==> src/rtl/lrc2d_pkg.sv <==
package lrc2d_pkg;
  typedef enum logic [1:0] {
    KIND_CLEAN    = 2'd0,
    KIND_FIX_DATA = 2'd1,
    KIND_FIX_PAR  = 2'd2,
    KIND_BAD      = 2'd3
  } blk_kind_e;
endpackage

==> src/rtl/lrc2d_locate.sv <==
module lrc2d_locate
  import lrc2d_pkg::*;
#(
  parameter int DATA_W    = 8,
  parameter int BLOCK_LEN = 8
) (
  input  logic [BLOCK_LEN-1:0] row_syn_i,
  input  logic [DATA_W-1:0]    col_syn_i,
  output blk_kind_e            kind_o,
  output logic [((BLOCK_LEN > 1) ? $clog2(BLOCK_LEN) : 1)-1:0] row_o,
  output logic [((DATA_W > 1) ? $clog2(DATA_W) : 1)-1:0]       col_o
);
  localparam int IDX_W = (BLOCK_LEN > 1) ? $clog2(BLOCK_LEN) : 1;
  localparam int BIT_W = (DATA_W > 1) ? $clog2(DATA_W) : 1;

  logic row_one, col_one, row_none, col_none;

  assign row_one  = $onehot(row_syn_i);
  assign col_one  = $onehot(col_syn_i);
  assign row_none = (row_syn_i == '0);
  assign col_none = (col_syn_i == '0);

  always_comb begin
    if (row_none && col_none)     kind_o = KIND_CLEAN;
    else if (row_one && col_one)  kind_o = KIND_FIX_DATA;
    else if (row_one && col_none) kind_o = KIND_FIX_PAR;   // track bit hit
    else                          kind_o = KIND_BAD;
  end

  always_comb begin
    row_o = '0;
    for (int k = 0; k < BLOCK_LEN; k++)
      if (row_syn_i[k]) row_o = IDX_W'(k);
  end

  always_comb begin
    col_o = '0;
    for (int k = 0; k < DATA_W; k++)
      if (col_syn_i[k]) col_o = BIT_W'(k);
  end
endmodule

==> src/rtl/lrc2d_ingress.sv <==
module lrc2d_ingress
  import lrc2d_pkg::*;
#(
  parameter int DATA_W    = 8,
  parameter int BLOCK_LEN = 8
) (
  input  logic                 clk_i,
  input  logic                 rst_ni,
  input  logic                 in_valid_i,
  input  logic [DATA_W-1:0]    in_data_i,
  input  logic                 in_par_i,
  input  logic                 take_i,
  output logic                 wr_en_o,
  output logic                 wr_bank_o,
  output logic [((BLOCK_LEN > 1) ? $clog2(BLOCK_LEN) : 1)-1:0] wr_idx_o,
  output logic                 pend_o,
  output logic                 pend_bank_o,
  output blk_kind_e            pend_kind_o,
  output logic [((BLOCK_LEN > 1) ? $clog2(BLOCK_LEN) : 1)-1:0] pend_row_o,
  output logic [((DATA_W > 1) ? $clog2(DATA_W) : 1)-1:0]       pend_col_o
);
  localparam int IDX_W = (BLOCK_LEN > 1) ? $clog2(BLOCK_LEN) : 1;
  localparam int BIT_W = (DATA_W > 1) ? $clog2(DATA_W) : 1;

  logic [IDX_W-1:0]     cnt_q;
  logic                 bank_q;
  logic [BLOCK_LEN-1:0] row_acc_q, row_fin;
  logic [DATA_W-1:0]    col_acc_q, col_fin;
  logic                 row_fail, last_char, done;
  blk_kind_e            loc_kind;
  logic [IDX_W-1:0]     loc_row;
  logic [BIT_W-1:0]     loc_col;

  assign row_fail  = ^{in_data_i, in_par_i};
  assign last_char = (cnt_q == IDX_W'(BLOCK_LEN - 1));
  assign done      = in_valid_i && last_char;
  assign col_fin   = col_acc_q ^ in_data_i;

  always_comb begin
    for (int k = 0; k < BLOCK_LEN; k++)
      row_fin[k] = row_acc_q[k] | (row_fail && (cnt_q == IDX_W'(k)));
  end

  lrc2d_locate #(
    .DATA_W    (DATA_W),
    .BLOCK_LEN (BLOCK_LEN)
  ) i_locate (
    .row_syn_i (row_fin),
    .col_syn_i (col_fin),
    .kind_o    (loc_kind),
    .row_o     (loc_row),
    .col_o     (loc_col)
  );

  always_ff @(posedge clk_i or negedge rst_ni) begin
    if (!rst_ni) begin
      cnt_q     <= '0;
      bank_q    <= 1'b0;
      row_acc_q <= '0;
      col_acc_q <= '0;
    end else if (in_valid_i) begin
      if (last_char) begin
        cnt_q     <= '0;
        bank_q    <= ~bank_q;
        row_acc_q <= '0;
        col_acc_q <= '0;
      end else begin
        cnt_q     <= cnt_q + 1'b1;
        row_acc_q <= row_fin;
        col_acc_q <= col_fin;
      end
    end
  end

  always_ff @(posedge clk_i or negedge rst_ni) begin
    if (!rst_ni) begin
      pend_o      <= 1'b0;
      pend_bank_o <= 1'b0;
      pend_kind_o <= KIND_CLEAN;
      pend_row_o  <= '0;
      pend_col_o  <= '0;
    end else if (done) begin
      pend_o      <= 1'b1;
      pend_bank_o <= bank_q;
      pend_kind_o <= loc_kind;
      pend_row_o  <= loc_row;
      pend_col_o  <= loc_col;
    end else if (take_i) begin
      pend_o      <= 1'b0;
    end
  end

  assign wr_en_o   = in_valid_i;
  assign wr_bank_o = bank_q;
  assign wr_idx_o  = cnt_q;

  // a finished block must never land on one still waiting for replay
  assert_no_pend_overrun_R10: assert property (
    @(posedge clk_i) disable iff (!rst_ni)
    (done && pend_o) |-> take_i
  );
endmodule

==> src/rtl/lrc2d_bank.sv <==
module lrc2d_bank #(
  parameter int DATA_W    = 8,
  parameter int BLOCK_LEN = 8,
  parameter int BANKS     = 2
) (
  input  logic              clk_i,
  input  logic              wr_en_i,
  input  logic [((BANKS > 1) ? $clog2(BANKS) : 1)-1:0]         wr_bank_i,
  input  logic [((BLOCK_LEN > 1) ? $clog2(BLOCK_LEN) : 1)-1:0] wr_idx_i,
  input  logic [DATA_W-1:0] wr_data_i,
  input  logic [((BANKS > 1) ? $clog2(BANKS) : 1)-1:0]         rd_bank_i,
  input  logic [((BLOCK_LEN > 1) ? $clog2(BLOCK_LEN) : 1)-1:0] rd_idx_i,
  output logic [DATA_W-1:0] rd_data_o
);
  localparam int BSEL_W = (BANKS > 1) ? $clog2(BANKS) : 1;

  logic [DATA_W-1:0] rd_word [BANKS];

  for (genvar b = 0; b < BANKS; b++) begin : g_bank
    logic [DATA_W-1:0] mem_q [BLOCK_LEN];

    always_ff @(posedge clk_i) begin
      if (wr_en_i && (wr_bank_i == BSEL_W'(b))) mem_q[wr_idx_i] <= wr_data_i;
    end

    assign rd_word[b] = mem_q[rd_idx_i];
  end

  assign rd_data_o = rd_word[rd_bank_i];
endmodule

==> src/rtl/lrc2d_corrector.sv <==
module lrc2d_corrector
  import lrc2d_pkg::*;
#(
  parameter int DATA_W    = 8,
  parameter int BLOCK_LEN = 8
) (
  input  logic              clk_i,
  input  logic              rst_ni,
  input  logic              in_valid_i,
  input  logic [DATA_W-1:0] in_data_i,
  input  logic              in_par_i,
  output logic              out_valid_o,
  output logic [DATA_W-1:0] out_data_o,
  output logic              out_last_o,
  output logic              corrected_o,
  output logic              uncorrectable_o
);
  localparam int IDX_W = (BLOCK_LEN > 1) ? $clog2(BLOCK_LEN) : 1;
  localparam int BIT_W = (DATA_W > 1) ? $clog2(DATA_W) : 1;

  logic             wr_en, wr_bank;
  logic [IDX_W-1:0] wr_idx;
  logic             pend, pend_bank;
  blk_kind_e        pend_kind;
  logic [IDX_W-1:0] pend_row;
  logic [BIT_W-1:0] pend_col;

  logic             rd_active_q, rd_bank_q;
  logic [IDX_W-1:0] rd_idx_q;
  blk_kind_e        cur_kind_q;
  logic [IDX_W-1:0] cur_row_q;
  logic [BIT_W-1:0] cur_col_q;

  logic              at_end, start, cont;
  logic [IDX_W-1:0]  sel_idx, sel_row;
  logic              sel_bank;
  blk_kind_e         sel_kind;
  logic [BIT_W-1:0]  sel_col;
  logic [DATA_W-1:0] rd_data, fix_mask;

  lrc2d_ingress #(
    .DATA_W    (DATA_W),
    .BLOCK_LEN (BLOCK_LEN)
  ) i_ingress (
    .clk_i       (clk_i),
    .rst_ni      (rst_ni),
    .in_valid_i  (in_valid_i),
    .in_data_i   (in_data_i),
    .in_par_i    (in_par_i),
    .take_i      (start),
    .wr_en_o     (wr_en),
    .wr_bank_o   (wr_bank),
    .wr_idx_o    (wr_idx),
    .pend_o      (pend),
    .pend_bank_o (pend_bank),
    .pend_kind_o (pend_kind),
    .pend_row_o  (pend_row),
    .pend_col_o  (pend_col)
  );

  lrc2d_bank #(
    .DATA_W    (DATA_W),
    .BLOCK_LEN (BLOCK_LEN),
    .BANKS     (2)
  ) i_bank (
    .clk_i     (clk_i),
    .wr_en_i   (wr_en),
    .wr_bank_i (wr_bank),
    .wr_idx_i  (wr_idx),
    .wr_data_i (in_data_i),
    .rd_bank_i (sel_bank),
    .rd_idx_i  (sel_idx),
    .rd_data_o (rd_data)
  );

  assign at_end = !rd_active_q || (rd_idx_q == IDX_W'(BLOCK_LEN - 1));
  assign start  = at_end && pend;
  assign cont   = !at_end;

  always_comb begin
    if (start) begin
      sel_idx  = '0;
      sel_bank = pend_bank;
      sel_kind = pend_kind;
      sel_row  = pend_row;
      sel_col  = pend_col;
    end else begin
      sel_idx  = rd_idx_q + 1'b1;
      sel_bank = rd_bank_q;
      sel_kind = cur_kind_q;
      sel_row  = cur_row_q;
      sel_col  = cur_col_q;
    end
  end

  always_comb begin
    fix_mask = '0;
    if (sel_kind == KIND_FIX_DATA && sel_idx == sel_row) fix_mask[sel_col] = 1'b1;
  end

  always_ff @(posedge clk_i or negedge rst_ni) begin
    if (!rst_ni) begin
      rd_active_q     <= 1'b0;
      rd_bank_q       <= 1'b0;
      rd_idx_q        <= '0;
      cur_kind_q      <= KIND_CLEAN;
      cur_row_q       <= '0;
      cur_col_q       <= '0;
      out_valid_o     <= 1'b0;
      out_data_o      <= '0;
      out_last_o      <= 1'b0;
      corrected_o     <= 1'b0;
      uncorrectable_o <= 1'b0;
    end else if (start || cont) begin
      rd_active_q     <= 1'b1;
      rd_bank_q       <= sel_bank;
      rd_idx_q        <= sel_idx;
      cur_kind_q      <= sel_kind;
      cur_row_q       <= sel_row;
      cur_col_q       <= sel_col;
      out_valid_o     <= 1'b1;
      out_data_o      <= rd_data ^ fix_mask;
      out_last_o      <= (sel_idx == IDX_W'(BLOCK_LEN - 1));
      corrected_o     <= (sel_kind == KIND_FIX_DATA) || (sel_kind == KIND_FIX_PAR);
      uncorrectable_o <= (sel_kind == KIND_BAD);
    end else begin
      rd_active_q     <= 1'b0;
      out_valid_o     <= 1'b0;
      out_last_o      <= 1'b0;
      corrected_o     <= 1'b0;
      uncorrectable_o <= 1'b0;
    end
  end

  assert_flags_excl_R9: assert property (
    @(posedge clk_i) disable iff (!rst_ni)
    !(corrected_o && uncorrectable_o)
  );

  assert_flags_idle_R9: assert property (
    @(posedge clk_i) disable iff (!rst_ni)
    !out_valid_o |-> (!corrected_o && !uncorrectable_o)
  );

  assert_last_valid_R2: assert property (
    @(posedge clk_i) disable iff (!rst_ni)
    out_last_o |-> out_valid_o
  );

  assert_flags_stable_R9: assert property (
    @(posedge clk_i) disable iff (!rst_ni)
    (out_valid_o && $past(out_valid_o) && !$past(out_last_o))
      |-> ($stable(corrected_o) && $stable(uncorrectable_o))
  );
endmodule

==> config.mk <==
export PLATFORM = sky130hd
export DESIGN_NAME = lrc2d_corrector
export DESIGN_NICKNAME = d
export VERILOG_FILES = /design/src/rtl/lrc2d_pkg.sv /design/src/rtl/lrc2d_locate.sv /design/src/rtl/lrc2d_ingress.sv /design/src/rtl/lrc2d_bank.sv /design/src/rtl/lrc2d_corrector.sv
export SDC_FILE = /design/constraint.sdc
export NUM_CORES = 1
export LEC_CHECK = 0
export BUFFER_PORTS_ARGS = -buffer_cell sky130_fd_sc_hd__buf_2
export CAP_MARGIN = 20
export CORE_ASPECT_RATIO = 0.7
export CORE_MARGIN = 2
export CORE_UTILIZATION = 60
export DETAILED_ROUTE_END_ITERATION = 12
export GPL_TIMING_DRIVEN = 0
export PLACE_DENSITY = 0.79
export SLEW_MARGIN = 40
export SYNTH_ARGS = -nofsm -noshare
export SYNTH_HDL_FRONTEND = slang
export SYNTH_SLANG_ARGS = --single-unit
==> constraint.sdc <==
create_clock -name clk_i -period 7.25 [get_ports clk_i]
set_input_delay 2.175 -clock clk_i [delete_from_list [all_inputs] [get_ports clk_i]]
set_output_delay 2.175 -clock clk_i [all_outputs]
set_load 0.005 [all_outputs]
==> summary.md <==
| Metric | Value |
|---|---|
| Slew margin rel. | 46.0% |
| Crit path required time | 7.55 ns |
| Setup violations, final | 0 |
| Core Rows | 36 |
| Yosys reg bits | 182 |
| Max-cap viol count | 0 |
| Worst-margin pin slew | 0.805 ns |
| Max IR drop VDD | 0.000229 V |
| Worst Path Class, Setup | in -> reg |
| Port bufs | 23 |
| Yosys warns | 0 |
| Netlist cell types | 61 |
| Via-to-Cell Ratio | 6.14 |
| Hold Vio Cnt, Final | 0 |
| Syn nets | 741 |
| GR Overflow Total | 0 |
| Final HPWL DP | 13600 um |
| RSZ-0062 raised after global routing | no |
| Clock Skew | 0.00895 ns |
| Die Height | 103 um |
| Vias in the first global route | 5526 |
| CTS max path bufs | 2 |
| 1st-iter DRT viols | 798 |
| Routing usage on met3 | 9.47% |
| Sequential-to-total area share from yosys stat | 62.1% |
| Synthesized area per cell | 11.9 sq um |
| Mapped Cells | 703 |
| Share of cells above drive strength 1 | 11.9% |
| Met1 Resource Use GR | 38.3% |
| Clock-pin slew on the worst setup and hold paths | 0.07 ns |
| CTS tree | built |
| GRT met2 Usage | 42.5% |
| DRC | 0 |
| Sinks on Clock Net | 182 |
| Nature of the critical path endpoint | flop |
| Run status | finished clean |
| Area Growth Syn to Fin | 11.8% |
| Final ANT Viol Nets | 0 |
| Synth Cell Area | 8360 sq um |
| All-layer global routing usage | 27.2% |
| LEAKAGE | 0.00358 uW |
| Multi-input logic area | 2860 sq um |
| Routed WL | 19700 um |
| Reg area | 5190 sq um |
| Crit path from | in_data_i[1] |
| Die area | 14900 sq um |
| I/O pins | 24 |
| Initial antenna violation count | 0 |
| Core box area | 13800 sq um |
| Root Driver | clkbuf_16 |
| CP endpoint | i_ingress.pend_kind_o[1] |
| Wire length per cell | 20.7 um |
| R2r endpoint | i_ingress.pend_kind_o[1] |
| Reg2reg setup slack | 2.67 ns |
| Startpoint class of the critical path | primary input |
| Fraction of registers with async set/reset | 29.7% |
| Utilization after layout | 67.8% |
| Most used DFF post-synth | edfxtp_1 |
| Pin count of the biggest net entering global routing | 55 |
| Post-cts hold buffer count | 0 |
| CTS buffer count | 17 |
| Post_cts resized | 0 |
| Placer Congestion | 0.929 |
| Hold Worst Slack | 0.478 ns |
| Min cycle time layout | 6.85 ns |
| Post-synth EDFFs | 128 |
| Pwr Density | 473 nW/um^2 |
| Ant. Diodes | 0 |
| Final nets | 783 |
| # H-tree levels | 4 |
| CP Max Fanout | 20 |
| Fmax | 0.146 GHz |
| Reg2Reg Launch Point | i_ingress.wr_idx_o[0] |
| Slew Limit Fails | 0 |
| Global-route wire length before repair | 30200 um |
| CP arrival | 7.15 ns |
| Starting density of the core | 60.7% |
| Most Crowded Layer GR | met2 |
| Via count | 5823 |
| Detailed Routing Iterations Pass 1 | 5 |
| # Post-CTS Setup Buffers | 0 |
| Final Cycle Share | 94.5% |
| Die X | 145 um |
| Hold WC Path Type | reg -> reg |
| Latest clock arrival within the worst-skew pair | 0.42 ns |
| # fillers | 958 |
| Reg2reg path depth | 17 |
[cell families after synthesis]
| group | synth area share, % |
|---|---|
| buffers and inverters | 3.96 |
| adders and majority gates | 4.61 |
| DFF | 62.1 |
| and+or+nand+nor | 10.3 |
| xor gates and xnor gates | 2.59 |
| muxes | 2.24 |
| AOI/OAI and AO/OA | 14.2 |
[synthesized netlist by cell type, types with 10 or more instances]
library cell | n | area, sq um
nand2_1 | 74 | 278
o22ai_1 | 14 | 87.6
inv_1 | 50 | 188
nor3_1 | 17 | 85.1
buf_2 | 10 | 50.1
nor2_1 | 52 | 195
xor2_1 | 10 | 87.6
clkbuf_1 | 17 | 63.8
a221oi_1 | 10 | 87.6
edfxtp_1 | 128 | 3840
ha_1 | 18 | 225
o21ai_0 | 43 | 215
mux2i_1 | 12 | 120
a21oi_1 | 44 | 220
a31oi_1 | 10 | 62.6
nand3_1 | 19 | 95.1
dfrtp_1 | 54 | 1350
[sequential cells by signal (all words and copies together), names as in the netlist, 8 cells and up]
| register | flops |
|---|---|
| out_data_o | 8 |
| i_ingress.row_acc_q | 8 |
| i_ingress.col_acc_q | 8 |
| i_bank.g_bank.mem_q | 128 |
[power by group]
part	leakage (uW)	internal, uW	switching, uW	total (uW)
logic	0.00149	702	1360	2060
registers	0.00181	1310	103	1420
clock network	0.000282	546	402	948
total	0.00358	2560	1860	4420
[how the worst min path moves through the flow]
stage | startpoint | end | cells after the start
after floorplan | cur_kind_q[1] | cur_kind_q[1] | 2
after global placement | cur_kind_q[1] | cur_kind_q[1] | 2
after detailed placement | out_data_o[0] | out_data_o[0] | 2
after CTS | out_data_o[0] | out_data_o[0] | 2
after global routing | cur_kind_q[0] | cur_kind_q[0] | 2
final | out_data_o[4] | out_data_o[4] | 2
[cells in the final DEF, fill, tap and decap left out, types with 8 or more instances in the layout]
cell       instances
edfxtp_1         128
nand2_1           74
dfrtp_1           54
inv_1             50
nor2_1            50
a21oi_1           44
o21ai_0           43
buf_2             32
nand3_1           19
clkbuf_1          18
ha_1              18
clkbuf_16         17
o22ai_1           14
nor3_1            13
mux2i_1           12
xor2_1            10
a31oi_1           10
a221oi_1          10
nand2b_1           8
or3_1              8
fa_1               8
[final cells by class]
cell class / count / share of cell area [%]
flip-flops and latches: 182 / 55.6
clock inverters: 14 / 1.86
plain buffers: 33 / 1.46
repair buffers: 23 / 1.26
clock buffers: 18 / 4.59
inverters: 52 / 2.09
multi-input cells: 436 / 30.6
well taps: 190 / 2.54
[per-layer routing]
metal	vias up	wire, um
li1	2643	-
met1	2867	8360
met2	283	8900
met3	30	2140
met4	0	265
met5	-	0
[worst max-delay path, cell delays in order]
cell and delay (ns):
buf_2 0.42, xor2_1 0.19, xnor3_2 0.48, xnor2_4 0.42, a31oi_1 0.23, ha_1 0.32
inv_1 0.04, fa_1 0.47, inv_1 0.06, fa_1 0.51, inv_1 0.05, fa_1 0.40
fa_1 0.40, a2111oi_0 0.39, a21oi_1 0.08, nor3b_1 0.26, nand3_1 0.10, o21ai_0 0.09
nor2_1 0.05
[through the flow]
step | total power (uW) | setup slack (ns) | area (sq um) | TNS (ns) | std cells
CTS | 4380 | 0.415 | 9340 | 0 | 948
global placement | 3320 | 0.129 | 8720 | 0 | 916
floorplan | 2800 | 0.814 | 8360 | 0 | 703
global route | 4700 | 0.0310 | 9350 | 0 | 948
finish | 4420 | 0.400 | 9350 | 0 | 948
detailed placement | 3430 | -0.0303 | 8740 | -0.0303 | 916
Power figures use the tool's default switching activity.
